===== src/rtl/bmc_tx_pkg.sv =====
package bmc_tx_pkg;

    localparam int SLOT_CNT     = 32;
    localparam int SLOT_W       = $clog2(SLOT_CNT);
    localparam int PRE_SLOT_CNT = 4;
    localparam int AUDIO_W      = 24;
    localparam int PAY_W        = SLOT_CNT - PRE_SLOT_CNT;
    localparam int VAL_SLOT     = PRE_SLOT_CNT + AUDIO_W;

    typedef enum logic [1:0] {
        SYNC_BLOCK = 2'd0,
        SYNC_CH1   = 2'd1,
        SYNC_CH2   = 2'd2
    } sync_kind_e;

    // Bit k is half-slot k of the sync pattern, relative to the prior line level.
    function automatic logic [7:0] sync_pattern(input sync_kind_e kind);
        case (kind)
            SYNC_BLOCK: return 8'b0001_0111;
            SYNC_CH1:   return 8'b0100_0111;
            default:    return 8'b0010_0111;
        endcase
    endfunction

endpackage


===== src/rtl/bmc_slot_timer.sv =====
module bmc_slot_timer
    import bmc_tx_pkg::*;
#(
    parameter int OSR = 8
) (
    input  logic              clk,
    input  logic              rst_n,
    output logic              load,
    output logic              load_chan,
    output logic              cell_edge,
    output logic              mid_edge,
    output logic [SLOT_W-1:0] slot_cur,
    output logic [SLOT_W-1:0] slot_nxt
);

    localparam int PH_W = $clog2(OSR);
    localparam int HALF = OSR / 2;

    typedef struct packed {
        logic [PH_W-1:0]   ph;
        logic [SLOT_W-1:0] slot;
        logic              chan;
    } timer_t;

    timer_t t_d, t_q;

    always_comb begin
        cell_edge = (t_q.ph == PH_W'(OSR - 1));
        mid_edge  = (t_q.ph == PH_W'(HALF - 1));
        load      = cell_edge && (t_q.slot == SLOT_W'(SLOT_CNT - 1));
        load_chan = ~t_q.chan;
        slot_cur  = t_q.slot;
        slot_nxt  = cell_edge ? t_q.slot + 1'b1 : t_q.slot;

        t_d = t_q;
        if (cell_edge) begin
            t_d.ph   = '0;
            t_d.slot = t_q.slot + 1'b1;
        end else begin
            t_d.ph = t_q.ph + 1'b1;
        end
        if (load) begin
            t_d.chan = ~t_q.chan;
        end
    end

    always_ff @(posedge clk or negedge rst_n) begin
        if (!rst_n) begin
            t_q.ph   <= PH_W'(OSR - 1);
            t_q.slot <= SLOT_W'(SLOT_CNT - 1);
            t_q.chan <= 1'b1;
        end else begin
            t_q <= t_d;
        end
    end

    assert_subframe_start_R1: assert property (@(posedge clk) disable iff (!rst_n)
        load |=> (t_q.slot == '0) && (t_q.ph == '0));

    assert_chan_alternate_R9: assert property (@(posedge clk) disable iff (!rst_n)
        load |=> (t_q.chan != $past(t_q.chan)));

endmodule


===== src/rtl/bmc_sample_buf.sv =====
module bmc_sample_buf
    import bmc_tx_pkg::*;
#(
    parameter int SAMPLE_W = 20
) (
    input  logic               clk,
    input  logic               rst_n,
    input  logic               wr_en,
    input  logic [SAMPLE_W-1:0] wr_data,
    input  logic               load,
    input  logic               load_chan,
    output logic               wr_chan,
    output logic               empty,
    output logic [AUDIO_W-1:0] audio
);

    localparam int PAD = AUDIO_W - SAMPLE_W;

    typedef struct packed {
        logic                     s1_valid;
        logic                     s1_tag;
        logic [SAMPLE_W-1:0]      s1_data;
        logic [1:0][SAMPLE_W-1:0] hold;
        logic                     wchan;
    } buf_t;

    buf_t b_d, b_q;
    logic                take_s1;
    logic [SAMPLE_W-1:0] chosen;

    always_comb begin
        take_s1 = b_q.s1_valid && (b_q.s1_tag == load_chan);
        chosen  = take_s1 ? b_q.s1_data : b_q.hold[load_chan];
        audio   = AUDIO_W'(chosen) << PAD;
        empty   = ~b_q.s1_valid;
        wr_chan = b_q.wchan;

        b_d = b_q;
        if (load && take_s1) begin
            b_d.hold[load_chan] = b_q.s1_data;
            b_d.s1_valid        = 1'b0;
        end
        if (wr_en && !b_q.s1_valid) begin
            b_d.s1_valid = 1'b1;
            b_d.s1_tag   = b_q.wchan;
            b_d.s1_data  = wr_data;
            b_d.wchan    = ~b_q.wchan;
        end
    end

    always_ff @(posedge clk or negedge rst_n) begin
        if (!rst_n) begin
            b_q <= '0;
        end else begin
            b_q <= b_d;
        end
    end

    assert_full_write_dropped_R8: assert property (@(posedge clk) disable iff (!rst_n)
        (b_q.s1_valid && !load && wr_en) |=>
            (b_q.s1_valid && $stable(b_q.s1_data) && $stable(b_q.s1_tag)));

    assert_wchan_steady_R9: assert property (@(posedge clk) disable iff (!rst_n)
        !(wr_en && !b_q.s1_valid) |=> $stable(b_q.wchan));

    assert_underrun_keeps_hold_R10: assert property (@(posedge clk) disable iff (!rst_n)
        (load && !(b_q.s1_valid && b_q.s1_tag == load_chan)) |=> $stable(b_q.hold));

endmodule


===== src/rtl/bmc_line_coder.sv =====
module bmc_line_coder
    import bmc_tx_pkg::*;
(
    input  logic              clk,
    input  logic              rst_n,
    input  logic              load,
    input  logic              cell_edge,
    input  logic              mid_edge,
    input  logic [SLOT_W-1:0] slot_cur,
    input  logic [SLOT_W-1:0] slot_nxt,
    input  sync_kind_e        kind_in,
    input  logic [PAY_W-1:0]  payload,
    output logic              line
);

    typedef struct packed {
        logic             line;
        logic             ref_lvl;
        sync_kind_e       kind;
        logic [PAY_W-1:0] shift;
    } coder_t;

    coder_t c_d, c_q;
    logic       ref_use;
    logic [7:0] pat;
    logic [2:0] idx_first;
    logic [2:0] idx_second;

    always_comb begin
        ref_use    = load ? c_q.line : c_q.ref_lvl;
        pat        = sync_pattern(load ? kind_in : c_q.kind);
        idx_first  = {slot_nxt[1:0], 1'b0};
        idx_second = {slot_cur[1:0], 1'b1};

        c_d = c_q;
        if (load) begin
            c_d.ref_lvl = c_q.line;
            c_d.kind    = kind_in;
            c_d.shift   = payload;
        end
        if (cell_edge) begin
            if (slot_nxt < SLOT_W'(PRE_SLOT_CNT)) begin
                c_d.line = pat[idx_first] ^ ref_use;
            end else begin
                c_d.line = ~c_q.line;
                if (slot_nxt > SLOT_W'(PRE_SLOT_CNT)) begin
                    c_d.shift = c_q.shift >> 1;
                end
            end
        end else if (mid_edge) begin
            if (slot_cur < SLOT_W'(PRE_SLOT_CNT)) begin
                c_d.line = pat[idx_second] ^ c_q.ref_lvl;
            end else if (c_q.shift[0]) begin
                c_d.line = ~c_q.line;
            end
        end
        line = c_q.line;
    end

    always_ff @(posedge clk or negedge rst_n) begin
        if (!rst_n) begin
            c_q.line    <= 1'b0;
            c_q.ref_lvl <= 1'b0;
            c_q.kind    <= SYNC_BLOCK;
            c_q.shift   <= '0;
        end else begin
            c_q <= c_d;
        end
    end

    assert_cell_start_flips_R2: assert property (@(posedge clk) disable iff (!rst_n)
        (cell_edge && slot_nxt >= SLOT_W'(PRE_SLOT_CNT)) |=> (c_q.line != $past(c_q.line)));

    assert_validity_zero_R5: assert property (@(posedge clk) disable iff (!rst_n)
        (mid_edge && slot_cur == SLOT_W'(VAL_SLOT)) |=> $stable(c_q.line));

    assert_even_parity_level_R7: assert property (@(posedge clk) disable iff (!rst_n)
        load |-> (c_q.line == c_q.ref_lvl));

endmodule


===== src/rtl/bmc_subframe_tx.sv =====
module bmc_subframe_tx
    import bmc_tx_pkg::*;
#(
    parameter int OSR      = 8,
    parameter int SAMPLE_W = 20
) (
    input  logic                clk,
    input  logic                rst_n,
    input  logic                smp_wr_en,
    input  logic [SAMPLE_W-1:0] smp_wr_data,
    output logic                smp_wr_chan,
    output logic                smp_empty,
    input  logic                user_bit,
    input  logic                chstat_bit,
    input  logic                blk_start,
    output logic                sf_load,
    output logic                sf_chan,
    output logic                line_out
);

    logic               load;
    logic               load_chan;
    logic               cell_edge;
    logic               mid_edge;
    logic [SLOT_W-1:0]  slot_cur;
    logic [SLOT_W-1:0]  slot_nxt;
    logic [AUDIO_W-1:0] audio;
    logic [PAY_W-1:0]   payload;
    logic               parity;
    sync_kind_e         kind;

    bmc_slot_timer #(.OSR(OSR)) timer_i (
        .clk       (clk),
        .rst_n     (rst_n),
        .load      (load),
        .load_chan (load_chan),
        .cell_edge (cell_edge),
        .mid_edge  (mid_edge),
        .slot_cur  (slot_cur),
        .slot_nxt  (slot_nxt)
    );

    bmc_sample_buf #(.SAMPLE_W(SAMPLE_W)) buf_i (
        .clk       (clk),
        .rst_n     (rst_n),
        .wr_en     (smp_wr_en),
        .wr_data   (smp_wr_data),
        .load      (load),
        .load_chan (load_chan),
        .wr_chan   (smp_wr_chan),
        .empty     (smp_empty),
        .audio     (audio)
    );

    always_comb begin
        parity  = ^{chstat_bit, user_bit, audio};
        payload = {parity, chstat_bit, user_bit, 1'b0, audio};
        if (load_chan) begin
            kind = SYNC_CH2;
        end else if (blk_start) begin
            kind = SYNC_BLOCK;
        end else begin
            kind = SYNC_CH1;
        end
        sf_load = load;
        sf_chan = load_chan;
    end

    bmc_line_coder coder_i (
        .clk       (clk),
        .rst_n     (rst_n),
        .load      (load),
        .cell_edge (cell_edge),
        .mid_edge  (mid_edge),
        .slot_cur  (slot_cur),
        .slot_nxt  (slot_nxt),
        .kind_in   (kind),
        .payload   (payload),
        .line      (line_out)
    );

endmodule


===== config.mk =====
export PLATFORM = sky130hd
export DESIGN_NAME = bmc_subframe_tx
export DESIGN_NICKNAME = d
export VERILOG_FILES = /design/src/rtl/bmc_tx_pkg.sv /design/src/rtl/bmc_slot_timer.sv /design/src/rtl/bmc_sample_buf.sv /design/src/rtl/bmc_line_coder.sv /design/src/rtl/bmc_subframe_tx.sv
export SDC_FILE = /design/constraint.sdc
export NUM_CORES = 1
export LEC_CHECK = 0
export ABC_AREA = 1
export BUFFER_PORTS_ARGS = -buffer_cell sky130_fd_sc_hd__clkbuf_2
export CELL_PAD_IN_SITES_DETAIL_PLACEMENT = 1
export CELL_PAD_IN_SITES_GLOBAL_PLACEMENT = 2
export CORE_ASPECT_RATIO = 1.1
export CORE_UTILIZATION = 27
export CTS_CLUSTER_SIZE = 10
export DETAILED_ROUTE_END_ITERATION = 8
export PLACE_DENSITY = 0.66
export SYNTH_ARGS = -nofsm -noshare
export SYNTH_HDL_FRONTEND = slang
export SYNTH_HIERARCHICAL = 1
export SYNTH_SLANG_ARGS = --single-unit

===== constraint.sdc =====
create_clock -name clk -period 3.7 [get_ports clk]
set_clock_uncertainty 0.05 [all_clocks]
set_input_delay 1.11 -clock clk [delete_from_list [all_inputs] [get_ports clk]]
set_output_delay 1.11 -clock clk [all_outputs]
set_load 0.05 [all_outputs]

* Word level (Yosys, flattened, before mapping)
Index checks and enable logic that the tools add are counted.
** Storage, ports and cells
- Input bits :: 26
- Output and inout port bits :: 5
- Word-level logic and storage cells :: 73
- Register bits after elaboration :: 104
** Operators by class
- Reductions and logical operators :: 12
- Add/sub/neg operators :: 2
- Bitwise gates (word level) :: 6
- Equal/unequal tests :: 5
- Order comparisons :: 7
- Muxes and demuxes :: 28
** Operators by type and width (count)
- 28-bit 2-to-1 mux :: 4
- 20-bit 2-to-1 mux :: 4
- 40-bit bitwise mux :: 1
- 26-bit parity :: 1
- 22-bit 2-to-1 mux :: 1
- 20-bit demux with 1-bit select :: 1
- 7-bit one-hot mux with 2 select lines :: 1
- 5-bit by 3-bit < comparator with 1-bit output, second input constant :: 2
- 1-bit 2-to-1 mux :: 10
- 3-bit by 4-bit < comparator with 1-bit output, second input constant :: 2
- 5-bit by 1-bit adder with 5-bit output, second input constant :: 1
- 5-bit equality test, second input constant :: 1
- 5-bit by 3-bit greater-than comparator with 1-bit output, second input constant :: 1
- 1-bit logical AND :: 5
- 5-bit 2-to-1 mux :: 1
- 1-bit binary-select mux with 2-bit select :: 2
- 2-bit 2-to-1 mux :: 2
- 1-bit NOT :: 4
- 2-bit nonzero test :: 2
- 3-bit by 1-bit adder with 3-bit output, second input constant :: 1
- 3-bit by 2-bit equality test with 1-bit output, second input constant :: 1
- 3-bit equality test, second input constant :: 1
- 3-bit 2-to-1 mux :: 1
- 3-bit nonzero test :: 1
- other kinds (8) :: 9

* Depth between registers and ports, before layout
Gate-level depths: netlist (run 1).
- Word-level depth :: 11
- Mapped depth :: 22
- Mapped depth without buffers :: 21

* Hierarchy
Netlist (run 1), hierarchy kept.
** By module, submodules not included
- bmc_sample_buf :: times used 1, sequential area each 1576.5 µm², cells each 366, area an instance 2835.2 µm²
- bmc_line_coder :: times used 1, sequential area each 800.8 µm², cells each 205, area an instance 1630.3 µm²
- bmc_subframe_tx :: times used 1, sequential area each 0.0 µm², cells each 165, area an instance 640.6 µm²
- bmc_slot_timer :: times used 1, sequential area each 236.5 µm², cells each 52, area an instance 509.2 µm²

* Worst setup path after synthesis (run 1)
OpenSTA, ideal clock, no wires.
- Kind :: register to output
- From :: reg timer_i.t_q (netlist bit timer_i/slot_cur[0])
- To :: out sf_load
- Stages on the path, launching flop included :: 6
- Buffers on the path :: 0
- Arrival :: 1.406 ns
- Required time :: 2.540 ns
- Slack :: 1.134 ns
- Path through :: dfstp_2 ha_1 and3_1 ha_1 nand2_1 inv_1
** On the way
- Cells in the longest elaborated chain, start to end :: 2
** RTL lines
- start, declared :: RTL line bmc_slot_timer.sv:25 : timer_t t_d, t_q;
- start signal, assigned :: RTL line bmc_slot_timer.sv:53 : t_q <= t_d;
- 5-bit equality test :: RTL line bmc_slot_timer.sv:30 : load = cell_edge && (t_q.slot == SLOT_W'(SLOT_CNT - 1));
- 1-bit logical AND :: RTL line bmc_slot_timer.sv:30
- end, declared :: RTL line bmc_subframe_tx.sv:16 : output logic sf_load,
Every way passes these cells.

* Worst setup path in the final report (run 1)
Ends and elaborated chain as after synthesis.

==> results of run 1 <==
[logic make-up after synthesis]
group | synth area share
AO/OA/AOI/OAI | 0.0931
AND/OR/NAND/NOR | 0.318
multiplexers | 0.00178
other | 0.00134
adder cells (fa/ha/maj) | 0.0134
flip-flops | 0.465
XOR/XNOR | 0.00936
buffers and inverters | 0.0980
[report_power, final]
part / leakage, nW / internal, mW / switching (mW)
clock network: 0.139 / 0.468 / 0.462
logic: 1.93 / 0.110 / 0.266
registers: 1.29 / 1.16 / 0.0128
[stage by stage]
step / cells / setup slack, ns
after floorplan: 791 / 1.13
after global placement: 1038 / 1.10
after detailed placement: 1038 / 1.01
after CTS: 1054 / 0.618
after global routing: 1054 / 0.539
final: 1054 / 0.620
[cells in the final DEF, fill, tap and decap left out, types with 3 or more instances in the layout]
cell type	instances
a21oi_1	23
a31oi_1	27
buf_4	12
clkbuf_16	9
clkbuf_2	29
conb_1	5
dfrtp_1	95
dfstp_2	9
ha_1	6
inv_1	68
nand2_1	370
nand2_2	3
nand3_1	11
nor2_1	60
o21ai_0	43
o21ai_1	3
xnor2_1	3
xor2_1	3
[registers in the layout (all words and copies together) (netlist names)]
| name | flops |
|---|---|
| buf_i/b_q | 62 |
| coder_i/c_q | 31 |
| timer_i/slot_cur | 5 |
| timer_i/t_q | 4 |
| buf_i/wr_chan | 1 |
| coder_i/line | 1 |
[worst max-delay path: cells and delay by family, from the launching register on]
| family | cells | cell delay, ns |
|---|---|---|
| fa+ha+maj | 2 | 0.32 |
| buf+inv | 2 | 0.41 |
| flops | 1 | 0.58 |
| simple gates | 2 | 0.25 |
[final timing paths]
path,end,slack (ns),cells past startpoint
min,buf_i/b_q[3],0.44,2
max in group asynchronous,timer_i/slot_cur[1],1.95,2
min in group asynchronous,coder_i/c_q[2],0.76,1
max,sf_load,0.62,6
min reg2reg,buf_i/b_q[3],0.44,2
max reg2reg,coder_i/c_q[2],1.08,10
[layer usage]
| layer | global-route usage | share of wire | wire [µm] | up-vias |
|---|---|---|---|---|
| met5 | 0 | 0 | 0 | - |
| met4 | 0.0540 | 0.015 | 221 | 0 |
| met3 | 0.0182 | 0.015 | 214 | 12 |
| met2 | 0.256 | 0.49 | 7010 | 36 |
| met1 | 0.192 | 0.48 | 6970 | 2268 |
| li1 | - | - | - | 2430 |
[layout make-up]
class,instances,area (µm²)
multi-input combinational,571,2460
clock buffer,10,229
sequential,104,2610
tap,252,315
fill,2500,14000
clock inverter,6,51.3
timing repair buffer,41,235
inverter,70,263
==> metrics.csv, run 1 <==
stage,metric,value,unit
outcome,outcome,finished clean,
synth,sequential share of the synthesized area,0.465,
setup_path,crit start category,flop,
timing,post-route clock period utilization,0.832,
detailed_routing,Avg WL per Cell,13.7,µm
final_layout,diode count,0,
detailed_routing,final wirelength,14400,µm
place,post-DP HPWL,9790,µm
place,PortBufs,30,
timing,Period minus WS final,3.08,ns
clock_tree,hold buffers post-CTS,0,
synth,dominant cell type by area after synthesis,dfrtp_1,
die,die width,140,µm
clock_tree,H-tree depth,3,
final_layout,area grow syn2layout,9.87,%
setup_path,CP cell instances,ha_1 -> and3_1 -> ha_1 -> nand2_1 -> inv_1 -> clkbuf_2,
final_layout,fin area,6170,µm²
synth,commonest cells in the netlist,"nand2_1, dfrtp_1, inv_1",
clock_tree,Num CTS Buffers,9,
synth,predominant post-synthesis flop cell,dfrtp_1,
timing,worst slew pin tran,0.877,ns
timing,RSZ-0062 raised after global routing,no,
power,Cell Pwr Density,401,nW/µm²
place,routability cong.,0.776,
synth,most common cell in the netlist,nand2_1,
synth,Mapped Cells,788,
setup_path,slowest CP cell,dfstp_2,
final_layout,layout cells sized above 1,0.0973,
clock_tree,TritonCTS clock tree,yes,
worst_hold_path,hold_sp,buf_i/b_q[3],
setup_path,critical path launch point,timer_i/slot_cur[0],
global_routing,remaining global-route overflow,0,
final_layout,final net count,829,
synth,"Distinct cells, synth",30,
synth,largest cells by area after synthesis,"dfrtp_1, nand2_1, inv_1, dfstp_2, nor2_1",
die,die area,21400,µm²
global_routing,pin count of the biggest net entering global routing,55,
clock_tree,Clock Latency Late Sink,0.36,ns
die,Rows,54,
detailed_routing,# DRC,0,
global_routing,Total GRT Usage,0.149,
global_routing,vias in the first global route,5012,
timing,final hold vios,0,
clock_tree,Max clock buf depth,2,
clock_tree,Post-CTS Setup Inserts,0,
power,Max VDD drop,0.215,mV
detailed_routing,number of DRC markers in iteration 0,155,
setup_path,crit end category,output port,
clock_tree,Worst-path clk slew,0.08,ns
timing,final setup TNS,0,ns
die,Initial Utilization,0.279,
timing,Slew headroom,0.413,
die,die height,153,µm
detailed_routing,DR vias/cell,4.50,
global_routing,initial antenna violation count,0,
worst_hold_path,Hold Path Class,reg2reg,
detailed_routing,Final ANT Viol Nets,0,
setup_path,peak per-stage delay on the critical path,0.58,ns
setup_path,Worst EP required,2.54,ns
setup_path,CP max FO,4,
detailed_routing,Vias,4746,
synth,Avg Inst Size Synth,7.13,µm²
power,Static Leakage,3.37,nW
timing,max-slew violations,0,
setup_path,Crit path top cell by count,ha_1,
clock_tree,CTS resizes,0,
die,Core Area,20100,µm²
timing,Hold WS,0.439,ns
clock_tree,Clock Sinks,104,
detailed_routing,number of iterations in the first detailed-routing pass,4,
global_routing,global-route wire length before repair,25200,µm
setup_path,worst r2r src,timer_i/slot_cur[0],
synth,Seq cells post-synth,104,
setup_path,crit path DAT,1.92,ns
setup_path,CP Class,reg2out,
timing,setup violators final,0,
synth,Synth top area share,0.423,
job,max cap viols,0,
die,Ports,31,
synth,Synth Warn #,6,
timing,FMAX,325,MHz
synth,Async SR Flop Fraction,1.00,
power,Design Power,2.48,mW
clock_tree,CTS root buf,clkbuf_16,
place,placed cell area,5890,µm²
final_layout,post-layout util,0.306,
synth,Post-synth EDFFs,0,
synth,Mapped Area,5620,µm²
Power figures use the tool's default switching activity.
==> inputs of run 2 (changes only) <==
- PLACE_DENSITY: 0.66 -> 0.68
- clock period: 3.7 -> 2.57 ns (I/O delays scaled with it)
==> run 2 against run 1 <==
Critical path depth is the same. Die area is the same. Setup slack lost 0.56 ns. Utilization grew 3.3 points. Final cell count grew 3.1%. Clock power grew 71%.
==> metrics.csv, run 2 (same netlist as run 1, synthesis figures left out) <==
stage,metric,value,unit,change
detailed_routing,Avg WL per Cell,14.4,µm,+5.0%
setup_path,reg2reg path depth,20,,+10
clock_tree,Worst-path clk slew,0.08,ns,about the same
global_routing,pin count of the biggest net entering global routing,43,,-22%
outcome,outcome,finished clean,,
timing,Slew headroom,0.622,,+0.209
final_layout,non-filler instance count after layout,1087,,+3.1%
clock_tree,H-tree depth,3,,unchanged
power,Sw Share,0.287,,-0.0120
die,Ports,31,,unchanged
detailed_routing,number of iterations in the first detailed-routing pass,4,,unchanged
power,Cell Pwr Density,586,nW/µm²,+46%
place,worst slack at placement,0.0322,ns,-0.976 ns
final_layout,fin area,6830,µm²,+11%
clock_tree,hold buffers post-CTS,0,,unchanged
setup_path,peak per-stage delay on the critical path,0.56,ns,-0.02 ns
power,Comb power frac,0.183,,+0.031
detailed_routing,DR vias/cell,4.60,,+2.2%
detailed_routing,number of DRC markers in iteration 0,161,,+3.9%
power,Static Leakage,3.64,nW,+7.9%
timing,final hold vios,0,,unchanged
place,routability cong.,0.745,,-4.0%
die,die height,153,µm,unchanged
global_routing,global-route wire length before repair,25600,µm,+1.5%
clock_tree,Max clock buf depth,2,,unchanged
clock_tree,CTS root buf,clkbuf_16,,
setup_path,crit path DAT,1.69,ns,-0.23 ns
final_layout,most flop-heavy register,buf_i/b_q,,
final_layout,most frequent cells in the layout,"nand2_1, dfrtp_1, inv_1, nor2_1, nand2_2",,
setup_path,family with the most delay on the worst path,flip-flops,,
power,Clock power frac,0.396,,+0.021
final_layout,diode count,0,,unchanged
detailed_routing,Final ANT Viol Nets,0,,unchanged
clock_tree,Clock Latency Late Sink,0.36,ns,about the same
final_layout,final net count,862,,+4.0%
timing,Hold WS,0.324,ns,-0.114 ns
global_routing,initial antenna violation count,0,,unchanged
place,PortBufs,30,,unchanged
timing,post-route clock period utilization,0.976,,
clock_tree,TritonCTS clock tree,yes,,
setup_path,CP Class,reg2out,,
setup_path,CP bufs+invs,2,,unchanged
die,die width,140,µm,unchanged
detailed_routing,# DRC,0,,unchanged
place,post-DP HPWL,10700,µm,+8.9%
timing,FMAX,399,MHz,
timing,worst slew pin tran,0.561,ns,-0.316 ns
global_routing,Total GRT Usage,0.151,,+0.00140
die,Core Area,20100,µm²,unchanged
power,internal power,2.86,mW,+65%
final_layout,"commonest non-fill, non-tap cell in the layout",nand2_1,,
timing,setup violators final,0,,unchanged
worst_hold_path,Hold Path Class,in2async,,
detailed_routing,Vias,5001,,+5.4%
timing,Period minus WS final,2.51,ns,
die,die area,21400,µm²,unchanged
clock_tree,Clock Sinks,104,,unchanged
setup_path,WP depth,6,,unchanged
global_routing,remaining global-route overflow,0,,unchanged
setup_path,Worst EP required,1.75,ns,-0.79 ns
setup_path,crit end category,output port,,
setup_path,CP max FO,3,,-1
setup_path,crit start category,flop,,
final_layout,area grow syn2layout,21.7,%,
power,Max VDD drop,0.336,mV,+56%
timing,max-slew violations,0,,unchanged
place,placed cells,1048,,+0.96%
power,sequential power share,0.422,,-0.051
setup_path,CP cell instances,ha_2 -> and3_4 -> ha_4 -> nand2_4 -> inv_4 -> buf_12,,
die,Rows,54,,unchanged
place,placed cell area,6050,µm²,+2.8%
die,Initial Utilization,0.279,,unchanged
final_layout,max FFs per register,62,,unchanged
final_layout,layout cells sized above 1,0.223,,+0.125
setup_path,slowest CP cell,dfstp_2,,
timing,RSZ-0062 raised after global routing,yes,,
detailed_routing,final wirelength,15600,µm,+8.3%
clock_tree,Num CTS Buffers,9,,unchanged
timing,Final WS setup,0.0613,ns,-0.559 ns
power,P_sw,1.15,mW,+55%
job,max cap viols,0,,unchanged
global_routing,vias in the first global route,5107,,+1.9%
==> run 2: cell types whose count changed in the layout (fill, tap and decap cells not counted), moves of 4 or more <==
cell,change
nand2_1,-55
nand2_2,+54
buf_4,+23
inv_1,-9
buf_12,+7
inv_2,+6
nand3_1,-4
nand3_2,+4
==> run 2: repair_timing <==
item | in CTS | in global routing
pin swaps | 0 | 34
gates cloned | 0 | 4
endpoints found under the setup margin | 3 | 26
gates resized for setup | 4 | 78
setup buffers | 2 | 17
==> run 2: power groups by stage <==
stage          sequential (mW)  clock [mW]  combinational [mW]
5_1_grt                   1.69        1.70               0.831
2_1_floorplan             1.72           0               0.365
4_1_cts                   1.69        1.64               0.559
6_report                  1.69        1.59               0.732
3_5_place_dp              1.72           0               0.558
3_3_place_gp              1.72           0               0.532
==> run 2: per-layer routing <==
| metal | vias to the layer above | routed length (µm) | global-route usage |
|---|---|---|---|
| met3 | 21 | 347 | 0.0238 |
| li1 | 2494 | - | - |
| met1 | 2432 | 7270 | 0.190 |
| met4 | 0 | 414 | 0.0619 |
| met2 | 54 | 7580 | 0.255 |
| met5 | - | 0 | 0 |
==> run 2: cell type report <==
cell class / instances / area, µm²
fill: 2464 / 13300
multi-input combinational: 571 / 2670
clock inverter: 5 / 86.3
inverter: 70 / 270
clock buffer: 11 / 253
timing repair buffer: 74 / 629
sequential: 104 / 2610
tap: 252 / 315
==> run 2: worst paths after layout <==
check                               startpoint                  end  slack (ns)
min reg2reg                      buf_i/b_q[31]        buf_i/b_q[31]        0.44
max in group asynchronous                rst_n  timer_i/slot_cur[2]        1.43
max                        timer_i/slot_cur[1]              sf_load        0.06
min in group clk                 buf_i/b_q[31]        buf_i/b_q[31]        0.44
min                                      rst_n       coder_i/c_q[2]        0.32
max reg2reg                     timer_i/t_q[0]      coder_i/c_q[27]        0.16
==> run 2: through the flow <==
stage                      util  setup TNS, ns  power (mW)
after floorplan               -              0        2.09
after global placement    0.301              0        2.25
after detailed placement  0.301              0        2.28
after CTS                 0.319              0        3.89
after global routing      0.339        -0.0904        4.22
final                     0.339              0        4.01
==> run 2: worst reg2reg max path, stage by stage (launching register included) <==
cell	delay [ns]
dfstp_2	0.55
inv_4	0.05
nand2_2	0.07
nand2_2	0.07
nor2_4	0.25
clkbuf_16	0.21
nand2_1	0.07
nand2_2	0.10
inv_2	0.05
nand2_1	0.07
nand2_2	0.07
nand2_2	0.08
nand2_1	0.06
nand2_1	0.08
nand2_2	0.06
nand2_2	0.08
nand2_1	0.05
nand2_1	0.06
nand2_1	0.05
mux2i_1	0.13
a21oi_1	0.05
